==> config.mk <==
export PLATFORM = sky130hd
export DESIGN_NAME = periph_irq_ctrl
export DESIGN_NICKNAME = d
export VERILOG_FILES = /design/src/rtl/intc_pkg.sv /design/src/rtl/intc_flag_bank.sv /design/src/rtl/intc_core_ctrl.sv /design/src/rtl/intc_req_combine.sv /design/src/rtl/periph_irq_ctrl.sv
export SDC_FILE = /design/constraint.sdc
export NUM_CORES = 1
export LEC_CHECK = 0
export BUFFER_PORTS_ARGS = -buffer_cell sky130_fd_sc_hd__buf_2
export CORE_UTILIZATION = 47
export CTS_CLUSTER_DIAMETER = 150
export CTS_CLUSTER_SIZE = 28
export DETAILED_ROUTE_END_ITERATION = 8
export PLACE_DENSITY = 0.81
export SLEW_MARGIN = 25
export SYNTH_ARGS = -nofsm -noshare
export SYNTH_HDL_FRONTEND = slang
export SYNTH_HIERARCHICAL = 1
export SYNTH_SLANG_ARGS = --single-unit
==> constraint.sdc <==
create_clock -name clk -period 1.4 [get_ports clk]
set_input_delay 0.07 -clock clk [delete_from_list [all_inputs] [get_ports clk]]
set_output_delay 0.07 -clock clk [all_outputs]
set_load 0.02 [all_outputs]
==> src/rtl/intc_pkg.sv <==
package intc_pkg;

    localparam int CORE_ADDR  = 0;
    localparam int GLOBAL_BIT = 7;
    localparam int GROUP_BIT  = 6;

    typedef struct packed {
        logic global_en;
        logic group_en;
    } core_ctrl_t;

    typedef enum logic [1:0] {
        GSRC_HOLD   = 2'd0,
        GSRC_WRITE  = 2'd1,
        GSRC_RETURN = 2'd2,
        GSRC_ENTER  = 2'd3
    } gsrc_e;

    function automatic int flag_addr(input int bank);
        return 1 + 2 * bank;
    endfunction

    function automatic int en_addr(input int bank);
        return 2 + 2 * bank;
    endfunction

    function automatic gsrc_e pick_gsrc(input logic enter, input logic ret, input logic we);
        if (enter)     return GSRC_ENTER;
        else if (ret)  return GSRC_RETURN;
        else if (we)   return GSRC_WRITE;
        else           return GSRC_HOLD;
    endfunction

endpackage

==> src/rtl/intc_flag_bank.sv <==
module intc_flag_bank #(
    parameter int WIDTH = 8
) (
    input  logic             clk,
    input  logic             rst,
    input  logic [WIDTH-1:0] set_pulse,
    input  logic             flag_we,
    input  logic             en_we,
    input  logic [WIDTH-1:0] wdata,
    output logic [WIDTH-1:0] flags,
    output logic [WIDTH-1:0] enables,
    output logic             pending
);

    logic [WIDTH-1:0] flags_nxt;

    always_comb begin
        flags_nxt = flags;
        if (flag_we) flags_nxt = flags_nxt & wdata;
        flags_nxt = flags_nxt | set_pulse;
    end

    always_ff @(posedge clk) begin
        if (rst) begin
            flags   <= '0;
            enables <= '0;
        end else begin
            flags <= flags_nxt;
            if (en_we) enables <= wdata;
        end
    end

    assign pending = |(flags & enables);

    AST_SET_WINS: assert property (@(posedge clk) disable iff (rst)
        (|set_pulse) |=> ((flags & $past(set_pulse)) == $past(set_pulse)));

    AST_FLAG_STICKY: assert property (@(posedge clk) disable iff (rst)
        (!flag_we) |=> ((flags & $past(flags)) == $past(flags)));

    AST_EN_STABLE: assert property (@(posedge clk) disable iff (rst)
        (!en_we) |=> $stable(enables));

endmodule

==> src/rtl/intc_core_ctrl.sv <==
module intc_core_ctrl
    import intc_pkg::*;
#(
    parameter int WIDTH = 8
) (
    input  logic             clk,
    input  logic             rst,
    input  logic             we,
    input  logic [WIDTH-1:0] wdata,
    input  logic             handler_enter,
    input  logic             handler_return,
    output core_ctrl_t       ctrl
);

    gsrc_e gsrc;
    logic  global_nxt;

    always_comb begin
        gsrc = pick_gsrc(handler_enter, handler_return, we);
        unique case (gsrc)
            GSRC_ENTER:  global_nxt = 1'b0;
            GSRC_RETURN: global_nxt = 1'b1;
            GSRC_WRITE:  global_nxt = wdata[GLOBAL_BIT];
            default:     global_nxt = ctrl.global_en;
        endcase
    end

    always_ff @(posedge clk) begin
        if (rst) begin
            ctrl <= '0;
        end else begin
            ctrl.global_en <= global_nxt;
            if (we) ctrl.group_en <= wdata[GROUP_BIT];
        end
    end

    AST_ENTER_MASKS: assert property (@(posedge clk) disable iff (rst)
        handler_enter |=> !ctrl.global_en);

    AST_RETURN_UNMASKS: assert property (@(posedge clk) disable iff (rst)
        (handler_return && !handler_enter) |=> ctrl.global_en);

endmodule

==> src/rtl/intc_req_combine.sv <==
module intc_req_combine
    import intc_pkg::*;
#(
    parameter int NUM_BANKS = 2
) (
    input  logic                 clk,
    input  logic                 rst,
    input  logic [NUM_BANKS-1:0] bank_pending,
    input  core_ctrl_t           ctrl,
    output logic                 wake_req,
    output logic                 irq_req
);

    logic any_pending;

    assign any_pending = |bank_pending;
    assign wake_req    = any_pending & ctrl.group_en;
    assign irq_req     = wake_req & ctrl.global_en;

    AST_WAKE_NEEDS_GROUP: assert property (@(posedge clk) disable iff (rst)
        !ctrl.group_en |-> !wake_req);

    AST_IRQ_NEEDS_GLOBAL: assert property (@(posedge clk) disable iff (rst)
        !ctrl.global_en |-> !irq_req);

    AST_IRQ_IMPLIES_WAKE: assert property (@(posedge clk) disable iff (rst)
        irq_req |-> wake_req);

endmodule

==> src/rtl/periph_irq_ctrl.sv <==
module periph_irq_ctrl
    import intc_pkg::*;
#(
    parameter int WIDTH     = 8,
    parameter int NUM_BANKS = 2,
    parameter int ADDR_W    = 3
) (
    input  logic                       clk,
    input  logic                       rst,
    input  logic                       wr_en,
    input  logic [ADDR_W-1:0]          wr_addr,
    input  logic [WIDTH-1:0]           wr_data,
    input  logic [ADDR_W-1:0]          rd_addr,
    output logic [WIDTH-1:0]           rd_data,
    input  logic [NUM_BANKS*WIDTH-1:0] src_set,
    input  logic                       handler_enter,
    input  logic                       handler_return,
    output logic                       irq_req,
    output logic                       wake_req
);

    localparam int LAST_ADDR = en_addr(NUM_BANKS - 1);

    core_ctrl_t           ctrl;
    logic [NUM_BANKS-1:0] bank_pending;
    logic [WIDTH-1:0]     bank_flags [NUM_BANKS];
    logic [WIDTH-1:0]     bank_ens   [NUM_BANKS];
    logic                 core_we;

    assign core_we = wr_en && (wr_addr == ADDR_W'(CORE_ADDR));

    intc_core_ctrl #(.WIDTH(WIDTH)) core_i (
        .clk            (clk),
        .rst            (rst),
        .we             (core_we),
        .wdata          (wr_data),
        .handler_enter  (handler_enter),
        .handler_return (handler_return),
        .ctrl           (ctrl)
    );

    for (genvar k = 0; k < NUM_BANKS; k++) begin : g_bank
        logic fwe, ewe;
        assign fwe = wr_en && (wr_addr == ADDR_W'(flag_addr(k)));
        assign ewe = wr_en && (wr_addr == ADDR_W'(en_addr(k)));

        intc_flag_bank #(.WIDTH(WIDTH)) bank_i (
            .clk       (clk),
            .rst       (rst),
            .set_pulse (src_set[k*WIDTH +: WIDTH]),
            .flag_we   (fwe),
            .en_we     (ewe),
            .wdata     (wr_data),
            .flags     (bank_flags[k]),
            .enables   (bank_ens[k]),
            .pending   (bank_pending[k])
        );
    end

    intc_req_combine #(.NUM_BANKS(NUM_BANKS)) comb_i (
        .clk          (clk),
        .rst          (rst),
        .bank_pending (bank_pending),
        .ctrl         (ctrl),
        .wake_req     (wake_req),
        .irq_req      (irq_req)
    );

    always_comb begin
        rd_data = '0;
        if (rd_addr == ADDR_W'(CORE_ADDR)) begin
            rd_data[GLOBAL_BIT] = ctrl.global_en;
            rd_data[GROUP_BIT]  = ctrl.group_en;
        end
        for (int k = 0; k < NUM_BANKS; k++) begin
            if (rd_addr == ADDR_W'(flag_addr(k))) rd_data = bank_flags[k];
            if (rd_addr == ADDR_W'(en_addr(k)))   rd_data = bank_ens[k];
        end
    end

    AST_RESET_QUIET: assert property (@(posedge clk)
        rst |=> (!irq_req && !wake_req));

    AST_UNMAPPED_ZERO: assert property (@(posedge clk) disable iff (rst)
        (int'(rd_addr) > LAST_ADDR) |-> (rd_data == '0));

endmodule

Word-level counts from Yosys, hierarchy flattened --
Cells that the tools add are included.
Operators by class: equal/unequal tests 11, multiplexer cells 11, bitwise operators 8, reductions and logical operators 9
Operators with widths (number):
- 2-to-1 mux 8 bit | 6
- bitwise AND 8 bit | 4
- bitwise OR 8 bit | 2
- OR reduction 16 bit | 1
- == test 3 x 2 -> 1 bit (second input constant) | 4
- == test 3 x 1 -> 1 bit (second input constant) | 2
- == test 3 bit (second input constant) | 2
- zero test 3 bit | 2
- 2-to-1 mux 2 bit | 3
- logical AND 1 bit | 5
- == test 2 bit (second input constant) | 2
- one-hot mux 1 bit (3 select lines) | 1
- nonzero test 3 bit | 1
- bitwise AND 1 bit | 2
- == test 2 x 1 -> 1 bit (second input constant) | 1
- 2-to-1 mux 1 bit | 1
Storage, ports and cells: output and inout port bits 10, register bits after elaboration 34, logic and storage cells 45, input port bits 35

Longest topological paths before layout --
Gate-level depths: netlist (run 1).
word-level depth 7, depth in mapped cells 5, mapped depth without buffers 5

By module --
Netlist (run 1), hierarchy kept.
By module, submodules not included:
- intc_flag_bank | times used 2, seq. area each 320.3 um^2, area each 614.3 um^2, cells each 64
- periph_irq_ctrl | times used 1, seq. area each 0.0 um^2, area each 329.1 um^2, cells each 40
- intc_core_ctrl | times used 1, seq. area each 40.0 um^2, area each 136.4 um^2, cells each 16
- intc_req_combine | times used 1, seq. area each 0.0 um^2, area each 17.5 um^2, cells each 2

Least setup slack after synthesis (run 1) --
Ideal clock, no wire load.
path kind input -> register, from input wr_addr[1], to register, netlist name core_i/ctrl[1], cell stages on the path 5, required time 1.325 ns, path slack -0.065 ns, data arrival time 1.391 ns, setup time 0.075 ns, buffers on the path 0, path through nor4b_1 > a21oi_1 > ha_1 > or3_1 > o22ai_1
On the way: longest elaborated chain between the ends 7, elaborated cells on any way between the ends 10, classes of those cells eq/ne: 3; mux: 4; reduce/logical: 3
RTL lines:
- start, declared | RTL line periph_irq_ctrl.sv:11 | input logic [ADDR_W-1:0] wr_addr,
- zero test 3 bit (*) | RTL line periph_irq_ctrl.sv:30 | assign core_we = wr_en && (wr_addr == ADDR_W'(CORE_ADDR));
- logical AND 1 bit (*) | RTL line periph_irq_ctrl.sv:30
- 2-to-1 mux 1 bit (*) | RTL line intc_pkg.sv:30 | else if (we) return GSRC_WRITE;
- 2-to-1 mux 2 bit (*) | RTL line intc_pkg.sv:29 | else if (ret) return GSRC_RETURN;
- 2-to-1 mux 2 bit (*) | RTL line intc_pkg.sv:28 | if (enter) return GSRC_ENTER;
- == test 2 x 1 -> 1 bit or == test 2 bit (tied branches) | RTL line intc_core_ctrl.sv:20 | unique case (gsrc)
- one-hot mux 1 bit (3 select lines) or nonzero test 3 bit (tied branches)
Every way passes the cells marked *; elsewhere a longest branch is shown, timed or not. A chain may end at the register's enable or synchronous reset.

Worst setup path after layout (run 1) --
from register g_bank[1].bank_i.flags[1], to output irq_req
On the way: longest elaborated chain between the ends 4
RTL lines:
- start, declared | RTL line intc_flag_bank.sv:10 | output logic [WIDTH-1:0] flags,
- start signal, assigned | RTL line intc_flag_bank.sv:28 | flags <= flags_nxt;
- bitwise AND 8 bit | RTL line intc_flag_bank.sv:33 | assign pending = |(flags & enables);
- OR reduction 16 bit | RTL line intc_req_combine.sv:16 | assign any_pending = |bank_pending;
- bitwise AND 1 bit | RTL line intc_req_combine.sv:17 | assign wake_req = any_pending & ctrl.group_en;
- bitwise AND 1 bit | RTL line intc_req_combine.sv:18 | assign irq_req = wake_req & ctrl.global_en;
- end, declared | RTL line periph_irq_ctrl.sv:18 | output logic irq_req,
No other way between the ends.

==> results of run 1 <==
## per-layer routing
layer / global-route usage [%] / share of wire (%) / up-vias
met5: 0 / 0 / -
met4: 12.8 / 2.4 / 0
met3: 4.78 / 4.7 / 14
met2: 44.1 / 49 / 54
met1: 32.1 / 44 / 802
li1: - / - / 820
## synth_stat cells (3+ instances only)
cell      number  area, sq um
mux2i_1       27          270
a22oi_1       14          105
dfxtp_1       34          681
a21oi_1       18         90.1
buf_6          5         56.3
o22ai_1        7         43.8
ha_1           3         37.5
nor2_1        35          131
nand2b_1      17          106
## critical path, delay by kind of cell, from the launching register on
kind	cells	cell delay, ns
buf+inv	1	0.13
simple gates	1	0.14
flops	1	0.35
compound gates	2	0.45
## flip-flops by register name, indices dropped and copies added (netlist names)
name and flops:
core_i/ctrl 2, g_bank.bank_i/enables 16, g_bank.bank_i/flags 16
## cell families (layout without fill, tap and decap cells)
group           Yosys count  after routing
buf+inv                  12             88
flops                    34             34
mux                      27             27
compound gates           46             46
simple gates             64             64
fa+ha+maj                 3              3
## worst min-delay path by stage
stage	startpoint	end	slack, ns	depth (start not counted)
after floorplan	rst	core_i/ctrl[0]$_SDFFE_PP0P_	0.14	1
after global placement	src_set[1]	g_bank[0].bank_i/flags[1]$_SDFF_PP0_	0.27	3
after detailed placement	src_set[11]	g_bank[1].bank_i/flags[3]$_SDFF_PP0_	0.29	3
after CTS	wr_data[5]	g_bank[1].bank_i/enables[5]$_SDFFE_PP0P_	0.002	3
after global routing	wr_data[5]	g_bank[0].bank_i/enables[5]$_SDFFE_PP0P_	0.006	3
final	wr_data[1]	g_bank[1].bank_i/enables[1]$_SDFFE_PP0P_	0.008	3
## timing repair
action / CTS / global route
setup endpoints to repair: 4 / 4
gates resized for setup: 25 / 5
endpoints found under the hold margin: 16 / 0
hold buffers: 16 / 0
cloned: 0 / 0
buffers inserted: 5 / 2
pin swaps: 8 / 5
## through the flow
stage,power (mW),worst slack (ns)
2_1_floorplan,1.24,0.0984
3_3_place_gp,1.35,-0.0317
3_5_place_dp,1.36,-0.106
4_1_cts,2.15,-0.0737
5_1_grt,2.24,-0.153
6_report,2.16,-0.0762
## layout make-up
| type | instances | area, sq um |
|---|---|---|
| multi-input combinational | 140 | 996 |
| sequential | 34 | 697 |
| inverter | 2 | 7.51 |
| tap | 46 | 57.6 |
| clock buffer | 6 | 51.3 |
| fill | 275 | 1020 |
| timing repair buffer | 79 | 561 |
| clock inverter | 1 | 30.0 |
## report_power, final
| part | leakage (nW) | internal, mW | switching, mW |
|---|---|---|---|
| registers | 0.284 | 1.02 | 0.0435 |
| logic | 0.682 | 0.188 | 0.170 |
| clock network | 0.0443 | 0.416 | 0.322 |
==> key figures, run 1 <==
Status
  – Outcome: complete, but fails checks
  – Violated checks: setup timing

Global route
  – Vias in the first global route: 1717
  – Initial antenna violation count: 0
  – First-pass GRT wire length: roughly 7900 um
  – GRT Total Usage: approximately a quarter
  – Grt total ovfl: 0
  – Largest net degree at the start of global routing: 23

Yosys
  – Adder-cell share of the synthesized area: approximately 2.2%
  – Post-synth cell types: 27
  – Post-synth top flop: dfxtp_1
  – Post-synthesis average cell area: slightly above 9 sq um
  – Number of synthesized flops with an enable pin: 0
  – Post-synthesis simple-gate area fraction: about a fifth
  – Syn nets: approximately 220
  – Largest family of logic cells by synthesized area: simple AND/OR/NAND/NOR gates
  – Asr flop ratio synth: 0%
  – Syn Inst Count: 186
  – Post-synthesis compound-gate area fraction: approximately 17%
  – Multiplexer share of the synthesized area: approximately 16%
  – Warnings, synthesis: 6
  – Synth Area in XOR/XNOR: 0%
  – Sequential fraction of the synthesis area: around two fifths
  – Cell area after synthesis: approximately 1700 sq um
  – Synthesized flop and latch total: 34

Cells and area
  – NumNets Final: 300
  – Post-Layout Inst Area: 2400 sq um
  – Finished Layout Cells: 308
  – Leading cell type in the layout, fill and taps excluded: buf_2
  – Diode count: 0
  – Share of cells above drive strength 1: 36.6%
  – Area Overhead vs Synth: 40.2%
  – Final core utilization: between 70% and 80%
  – Most frequent cells in the layout: buf_2, nor2_1, mux2i_1

Placed design
  – Placed instance count: ~280
  – Placed Area: between 2000 and 2500 sq um
  – # port buffers: 44
  – HPWL after DPL: about 3100 um
  – Routability Congestion: 0.794

CTS
  – CTS tree: yes
  – Clock root cell: clkbuf_4
  – Clk sink count: 34
  – Clock transition at the registers of the reported paths: roughly 0.11 ns
  – Clock latency on the worst-skew pair: between 0.3 and 0.4 ns
  – Cts bufs inserted: 5
  – CTS Buffer Depth: 2
  – CTS H-tree lvls: 2

Routing
  – WL/cell: ~15 um
  – Detail Route Antenna Nets: 0
  – WL final: roughly 4700 um
  – Detailed-router iteration count before antenna repair: 4
  – Iteration-0 DRC count of the detailed router: 49
  – DRC: 0
  – Vias per Instance: 5.49
  – Via count: ~1700

Floorplan
  – Die X: 62.3 um
  – Core Region: 3420 sq um
  – Initial Utilization: 50.1%
  – Site Rows: 21
  – Die H: approximately 62 um
  – I/O pin cnt: between 40 and 50
  – Die Footprint: around 4000 sq um

Setup path
  – Worst Path Class, Setup: reg -> out
  – Max stage delay on crit path: between 0.3 and 0.4 ns
  – Reg-to-reg critical path startpoint: core_i/ctrl[0]$_SDFFE_PP0P_
  – Worst Path Required: roughly 1.3 ns
  – Worst-case reg-to-reg path depth: 3
  – Crit end category: output port
  – Worst Setup SP: g_bank[1].bank_i/flags[1]$_SDFF_PP0_
  – Reg2Reg Setup Slack: around 0.63 ns
  – Cell Chain, Critical Path: a22oi_2, nand4_1, o211a_1, buf_6
  – Critical Path Start Type: register
  – CP arrival: between 1 and 1.5 ns
  – Crit Path Max Fanout: 3
  – Slowest CP cell: dfxtp_2
  – RR Endpoint: core_i/ctrl[0]$_SDFFE_PP0P_
  – Critical path destination: irq_req

Timing
  – Final Setup Violations: 2
  – Clk_skew: 0 ns
  – Final slew viol count: 0
  – Slew @ Worst Pin: around 0.42 ns
  – Setup_tns: -0.134 ns
  – Slew headroom: between 70% and 80%
  – Maximum clock frequency: a little under 700 MHz
  – Minimum clock period: ~1.5 ns
  – Final setup margin: -0.0762 ns
  – RSZ-0062 raised after global routing: yes
  – Period utilization: 105%
  – Hold Fails Final Rpt: 0
  – Hold WS: 0.00795 ns

Worst hold path
  – Hold Crit Class: in -> reg

Pwr
  – Cell area power density: roughly 900 nW/um^2
  – Maximum vdd drop: roughly 760 uV
  – Leakage power: about 1.0 nW

Job
  – Max Cap Viol: 0
Note: power is estimated with default switching activity, not from simulation.
==> inputs of run 2 (changes only) <==
MAX_ROUTING_LAYER = met4   (was unset)
==> key figures, run 2 (same netlist as run 1, synthesis figures left out) <==
Timing
  – Final setup margin: -0.0862 ns
  – Maximum clock frequency: around 670 MHz
  – Hold WS: roughly 0.013 ns
  – Final Setup Violations: 2
  – Minimum clock period: approximately 1.5 ns
  – Clk_skew: 0 ns
  – Slew headroom: a little under three quarters
  – Period utilization: 106%
  – Slew @ Worst Pin: roughly 0.43 ns
  – Hold Fails Final Rpt: 0
  – Final slew viol count: 0
  – RSZ-0062 raised after global routing: yes

Pwr
  – Clock power share: between 30% and 40%
  – Leakage power: around 1.0 nW
  – Total internal power: 1.62 mW
  – Net Sw Power: between 0.5 and 0.6 mW
  – PnR Total Power: approximately 2.2 mW
  – Combinational group share of total power: 16.6%
  – Reg power frac: 49.1%
  – Cell area power density: roughly 900 nW/um^2
  – Maximum vdd drop: between 700 and 800 uV
  – Net Sw Frac: about a quarter

Placed design
  – Routability Congestion: ~0.81
  – Pre-CTS WS: -0.106 ns
  – # port buffers: 44
  – HPWL after DPL: a little over 3000 um
  – Placed instance count: between 200 and 300

Routing
  – DRC: 0
  – Via count: roughly 1700
  – Met1 Routed Length: 2120 um
  – Top Metal Used: met4
  – Detail Route Antenna Nets: 0
  – WL met3: between 200 and 250 um
  – Wire length on met2: 2280 um
  – Detailed-router iteration count before antenna repair: 4
  – Iteration-0 DRC count of the detailed router: 52
  – WL/cell: between 15 and 20 um
  – WL final: approximately 4700 um
  – Vias per Instance: around 5.4

Setup path
  – Cell family with most CP delay: compound AO/OA/AOI/OAI gates
  – Worst Setup SP: g_bank[1].bank_i/enables[3]$_SDFFE_PP0P_
  – Worst Path Required: 1.33 ns
  – Reg2Reg Setup Slack: 0.63 ns
  – Crit end category: output port
  – Max stage delay on crit path: around 0.35 ns
  – Worst Path Class, Setup: reg -> out
  – Crit Path Max Fanout: 3
  – Slowest CP cell: dfxtp_2
  – Critical Path Start Type: register
  – RR Endpoint: core_i/ctrl[0]$_SDFFE_PP0P_
  – CP arrival: 1.42 ns
  – Critical path destination: irq_req
  – Reg-to-reg critical path startpoint: core_i/ctrl[0]$_SDFFE_PP0P_
  – Critical path depth: 4
  – Cell Chain, Critical Path: a22oi_2, nand4_1, o211a_1, buf_6
  – Worst-case reg-to-reg path depth: 3
  – WP buf/inv: 1

Floorplan
  – Site Rows: 21
  – Die Footprint: 3890 sq um
  – Die H: around 62 um
  – I/O pin cnt: 45
  – Core Region: ~3400 sq um
  – Initial Utilization: between 50% and 60%
  – Die X: between 60 and 70 um

Cells and area
  – Finished Layout Cells: roughly 310
  – Share of cells above drive strength 1: between 30% and 40%
  – Biggest registers after layout: g_bank.bank_i/enables (16), g_bank.bank_i/flags (16), core_i/ctrl (2)
  – Diode count: 0
  – Most frequent cells in the layout: buf_2, nor2_1, mux2i_1
  – Leading cell type in the layout, fill and taps excluded: buf_2
  – Area Overhead vs Synth: 40.2%
  – NumNets Final: 300

CTS
  – Clk sink count: 34
  – CTS H-tree lvls: 2
  – Clock root cell: clkbuf_4
  – CTS Buffer Depth: 2
  – Clock transition at the registers of the reported paths: about 0.10 ns
  – Clock latency on the worst-skew pair: between 0.3 and 0.4 ns
  – Cts bufs inserted: 5
  – CTS tree: yes

Worst hold path
  – Hold Crit Class: in -> reg

Global route
  – Largest net degree at the start of global routing: 23
  – GRT Total Usage: ~27%
  – First-pass GRT wire length: roughly 8000 um
  – Initial antenna violation count: 0
  – Vias in the first global route: between 1500 and 2000
  – Grt total ovfl: 0

Status
  – Outcome: complete, but fails checks
  – Violated checks: setup timing

Job
  – Max Cap Viol: 0
## run 2: worst min-delay path by stage
stage	startpoint	endpoint	slack (ns)	cells after the start
2_1_floorplan	rst	core_i/ctrl[0]$_SDFFE_PP0P_	0.14	1
5_1_grt	wr_data[5]	g_bank[0].bank_i/enables[5]$_SDFFE_PP0P_	0.006	3
4_1_cts	wr_data[5]	g_bank[1].bank_i/enables[5]$_SDFFE_PP0P_	0.002	3
3_3_place_gp	src_set[1]	g_bank[0].bank_i/flags[1]$_SDFF_PP0_	0.27	3
6_report	wr_data[5]	g_bank[0].bank_i/enables[5]$_SDFFE_PP0P_	0.01	3
3_5_place_dp	src_set[11]	g_bank[1].bank_i/flags[3]$_SDFF_PP0_	0.29	3
## run 2: routing by layer
metal	vias to the layer above	GRT usage (%)
li1	819	-
met4	0	12.8
met1	785	32.0
met3	14	4.96
met2	52	44.1
met5	-	-
## run 2: power by group through the flow
stage	registers, mW	logic (mW)	clock network [mW]
after CTS	1.06	0.344	0.745
after detailed placement	1.07	0.291	0
after global placement	1.07	0.283	0
after global routing	1.07	0.392	0.781
final	1.06	0.359	0.740
after floorplan	1.06	0.179	0
## run 2: tightest hold or removal path: stages
cell and delay [ns]:
buf_2 0.11, mux2i_1 0.07, nor2_1 0.07
## run 2: timing repair
action                                  4_1_cts  5_1_grt
hold endpoints to repair                     16        0
hold buffers                                 16        0
pin swaps                                     8        5
endpoints found under the setup margin        4        4
setup buffers                                 5        2
resized for setup                            25        5
## run 2: stage by stage
stage / TNS [ns] / util [%] / area (sq um)
after detailed placement: -0.106 / 59.1 / 2020
final: -0.143 / 70.3 / 2400
after global routing: -0.394 / 70.3 / 2400
after CTS: -0.152 / 69.5 / 2370
after floorplan: 0 / - / 1720
after global placement: -0.0317 / 59.1 / 2020
## run 2: layout make-up
class	instances	area [sq um]
Sequential cell	34	697
Tap cell	46	57.6
Clock inverter	1	30.0
Clock buffer	6	51.3
Multi-Input combinational cell	140	996
Timing Repair Buffer	79	561
Fill cell	275	1020
Inverter	2	7.51
==> inputs of run 3 (changes only) <==
--- a/config.mk
+++ b/config.mk
@@ -8,8 +8,8 @@
 export BUFFER_PORTS_ARGS = -buffer_cell sky130_fd_sc_hd__buf_2
-export CORE_UTILIZATION = 47
+export CORE_UTILIZATION = 30
 export CTS_CLUSTER_DIAMETER = 150
-export CTS_CLUSTER_SIZE = 28
+export CTS_CLUSTER_SIZE = 20
 export DETAILED_ROUTE_END_ITERATION = 8
 export MAX_ROUTING_LAYER = met4
-export PLACE_DENSITY = 0.81
+export PLACE_DENSITY = 0.58
 export SLEW_MARGIN = 25
--- a/constraint.sdc
+++ b/constraint.sdc
@@ -3,2 +3,2 @@
 set_output_delay 0.07 -clock clk [all_outputs]
-set_load 0.02 [all_outputs]
+set_load 0.005 [all_outputs]
==> key figures, run 3 (same netlist as run 1, synthesis figures left out) <==
Status
  – Violated checks: setup timing
  – Outcome: complete, but fails checks

Setup path
  – WP buf/inv: 1
  – Worst-case reg-to-reg path depth: 4
  – Crit Path Max Fanout: 3
  – Crit end category: output port
  – CP arrival: ~1.4 ns
  – Cell Chain, Critical Path: a22oi_2, nand4_1, o211a_1, buf_2
  – RR Endpoint: g_bank[0].bank_i/enables[6]$_SDFFE_PP0P_
  – Worst Path Required: between 1 and 1.5 ns
  – Worst Path Class, Setup: reg -> out
  – Slowest CP cell: dfxtp_1
  – Critical path destination: irq_req
  – Worst Setup SP: g_bank[1].bank_i/flags[6]$_SDFF_PP0_
  – Reg-to-reg critical path startpoint: g_bank[0].bank_i/enables[6]$_SDFFE_PP0P_
  – Critical path depth: 4
  – Critical Path Start Type: register
  – Reg2Reg Setup Slack: approximately 0.55 ns
  – Max stage delay on crit path: about 0.34 ns
  – Cell family with most CP delay: compound AO/OA/AOI/OAI gates

Global route
  – Largest net degree at the start of global routing: 23
  – First-pass GRT wire length: 7580 um
  – Met2 demand-to-capacity share in global routing: between 20% and 30%
  – Vias in the first global route: between 1500 and 2000
  – Grt met1 use: 21.0%
  – Top Usage Layer GRT: met2
  – Initial antenna violation count: 0
  – Grt total ovfl: 0
  – GRT Total Usage: about 17%
  – Grt met3 use: 4.24%

Floorplan
  – Core Region: roughly 5500 sq um
  – Initial Utilization: 31.1%
  – Die Footprint: 6010 sq um
  – Site Rows: 27
  – Die X: 77.5 um
  – I/O pin cnt: 45
  – Die H: between 70 and 80 um

Placed design
  – HPWL after DPL: between 3000 and 4000 um
  – # port buffers: 44
  – Pre-CTS WS: -0.113 ns
  – Placed instance count: roughly 310
  – Routability Congestion: roughly 0.76

Routing
  – Vias per Instance: approximately 4.8
  – WL/cell: 14.1 um
  – DRC: 0
  – Detailed-router iteration count before antenna repair: 4
  – WL final: between 4000 and 5000 um
  – Iteration-0 DRC count of the detailed router: about 130
  – Via count: between 1500 and 2000
  – Detail Route Antenna Nets: 0

CTS
  – CTS Buffer Depth: 2
  – CTS H-tree lvls: 2
  – Clock root cell: clkbuf_8
  – Clock latency on the worst-skew pair: 0.29 ns
  – Cts bufs inserted: 5
  – Clock transition at the registers of the reported paths: ~0.080 ns
  – Clk sink count: 34
  – CTS tree: yes

Cells and area
  – Share of cells above drive strength 1: between 30% and 40%
  – Leading cell type in the layout, fill and taps excluded: buf_2
  – Finished Layout Cells: 334
  – Most frequent cells in the layout: buf_2, nor2_1, mux2i_1
  – Biggest registers after layout: g_bank.bank_i/enables (16), g_bank.bank_i/flags (16), core_i/ctrl (2)
  – NumNets Final: roughly 300
  – Diode count: 0
  – Area Overhead vs Synth: 42.7%

Worst hold path
  – Hold Crit Class: in -> reg
  – Hold Path Cell Cnt: 3

Timing
  – Final setup margin: -0.0280 ns
  – Final Setup Violations: 1
  – Final slew viol count: 0
  – RSZ-0062 raised after global routing: yes
  – Hold Fails Final Rpt: 0
  – Period utilization: 102%
  – Maximum clock frequency: ~700 MHz
  – Hold WS: roughly 0.00050 ns
  – Minimum clock period: 1.43 ns
  – Slew @ Worst Pin: a little under 0.4 ns
  – Slew headroom: about 74%
  – Clk_skew: 0 ns

Job
  – Max Cap Viol: 0

Pwr
  – Maximum vdd drop: slightly above 400 uV
  – Cell area power density: ~1000 nW/um^2
  – Leakage power: slightly above 1 nW
[run 3: cell types whose count changed in the layout (fill, tap and decap cells not counted), sizes merged]
cell         delta
clkinv          +1
bufinv          +1
dlygate4sd3     -1
clkbuf          -1
[run 3: worst min-delay path by stage]
stage | start | end | slack, ns
after global routing | src_set[3] | g_bank[0].bank_i/flags[3]$_SDFF_PP0_ | 0.02
final | src_set[3] | g_bank[0].bank_i/flags[3]$_SDFF_PP0_ | 0.0005
after global placement | src_set[4] | g_bank[0].bank_i/flags[4]$_SDFF_PP0_ | 0.28
after floorplan | rst | core_i/ctrl[0]$_SDFFE_PP0P_ | 0.14
after CTS | src_set[3] | g_bank[0].bank_i/flags[3]$_SDFF_PP0_ | 0.002
after detailed placement | src_set[2] | g_bank[0].bank_i/flags[2]$_SDFF_PP0_ | 0.28
[run 3: worst min-delay path, cell delays in order]
cell and delay [ns]:
buf_2 0.08, a21oi_1 0.03, nor2_1 0.08
[run 3: where the power goes]
group | total, mW | leakage [nW] | switching [mW] | internal (mW)
registers | 1.06 | 0.284 | 0.0448 | 1.02
logic | 0.326 | 0.678 | 0.149 | 0.177
clock network | 1.11 | 0.0683 | 0.394 | 0.713
[run 3: what timing repair did]
item | CTS | global route
pin swaps | 7 | 2
resized for setup | 14 | 4
hold buffers | 15 | 0
endpoints found under the hold margin | 15 | 0
setup endpoints to repair | 2 | 4
setup buffers | 4 | 1
[run 3: per-stage QoR]
stage	util [%]	setup TNS (ns)	area (sq um)	total power, mW
2_1_floorplan	-	0	1720	1.23
3_3_place_gp	37.5	-0.0427	2070	1.35
3_5_place_dp	37.5	-0.113	2070	1.36
4_1_cts	44.1	-0.0151	2430	2.50
5_1_grt	44.4	-0.161	2440	2.60
6_report	44.4	-0.0280	2440	2.49
[run 3: layout make-up]
| class | instances | area (sq um) |
|---|---|---|
| inverter | 2 | 7.51 |
| sequential | 34 | 693 |
| timing repair buffer | 78 | 529 |
| tap | 72 | 90.1 |
| fill | 569 | 3060 |
| clock inverter | 3 | 68.8 |
| clock buffer | 5 | 68.8 |
| multi-input combinational | 140 | 985 |
[run 3: layer usage]
metal | part of all wire [%] | up-vias
met5 | 0 | -
met4 | 2.0 | 0
met3 | 5.5 | 8
met2 | 46 | 49
met1 | 46 | 731
li1 | - | 822
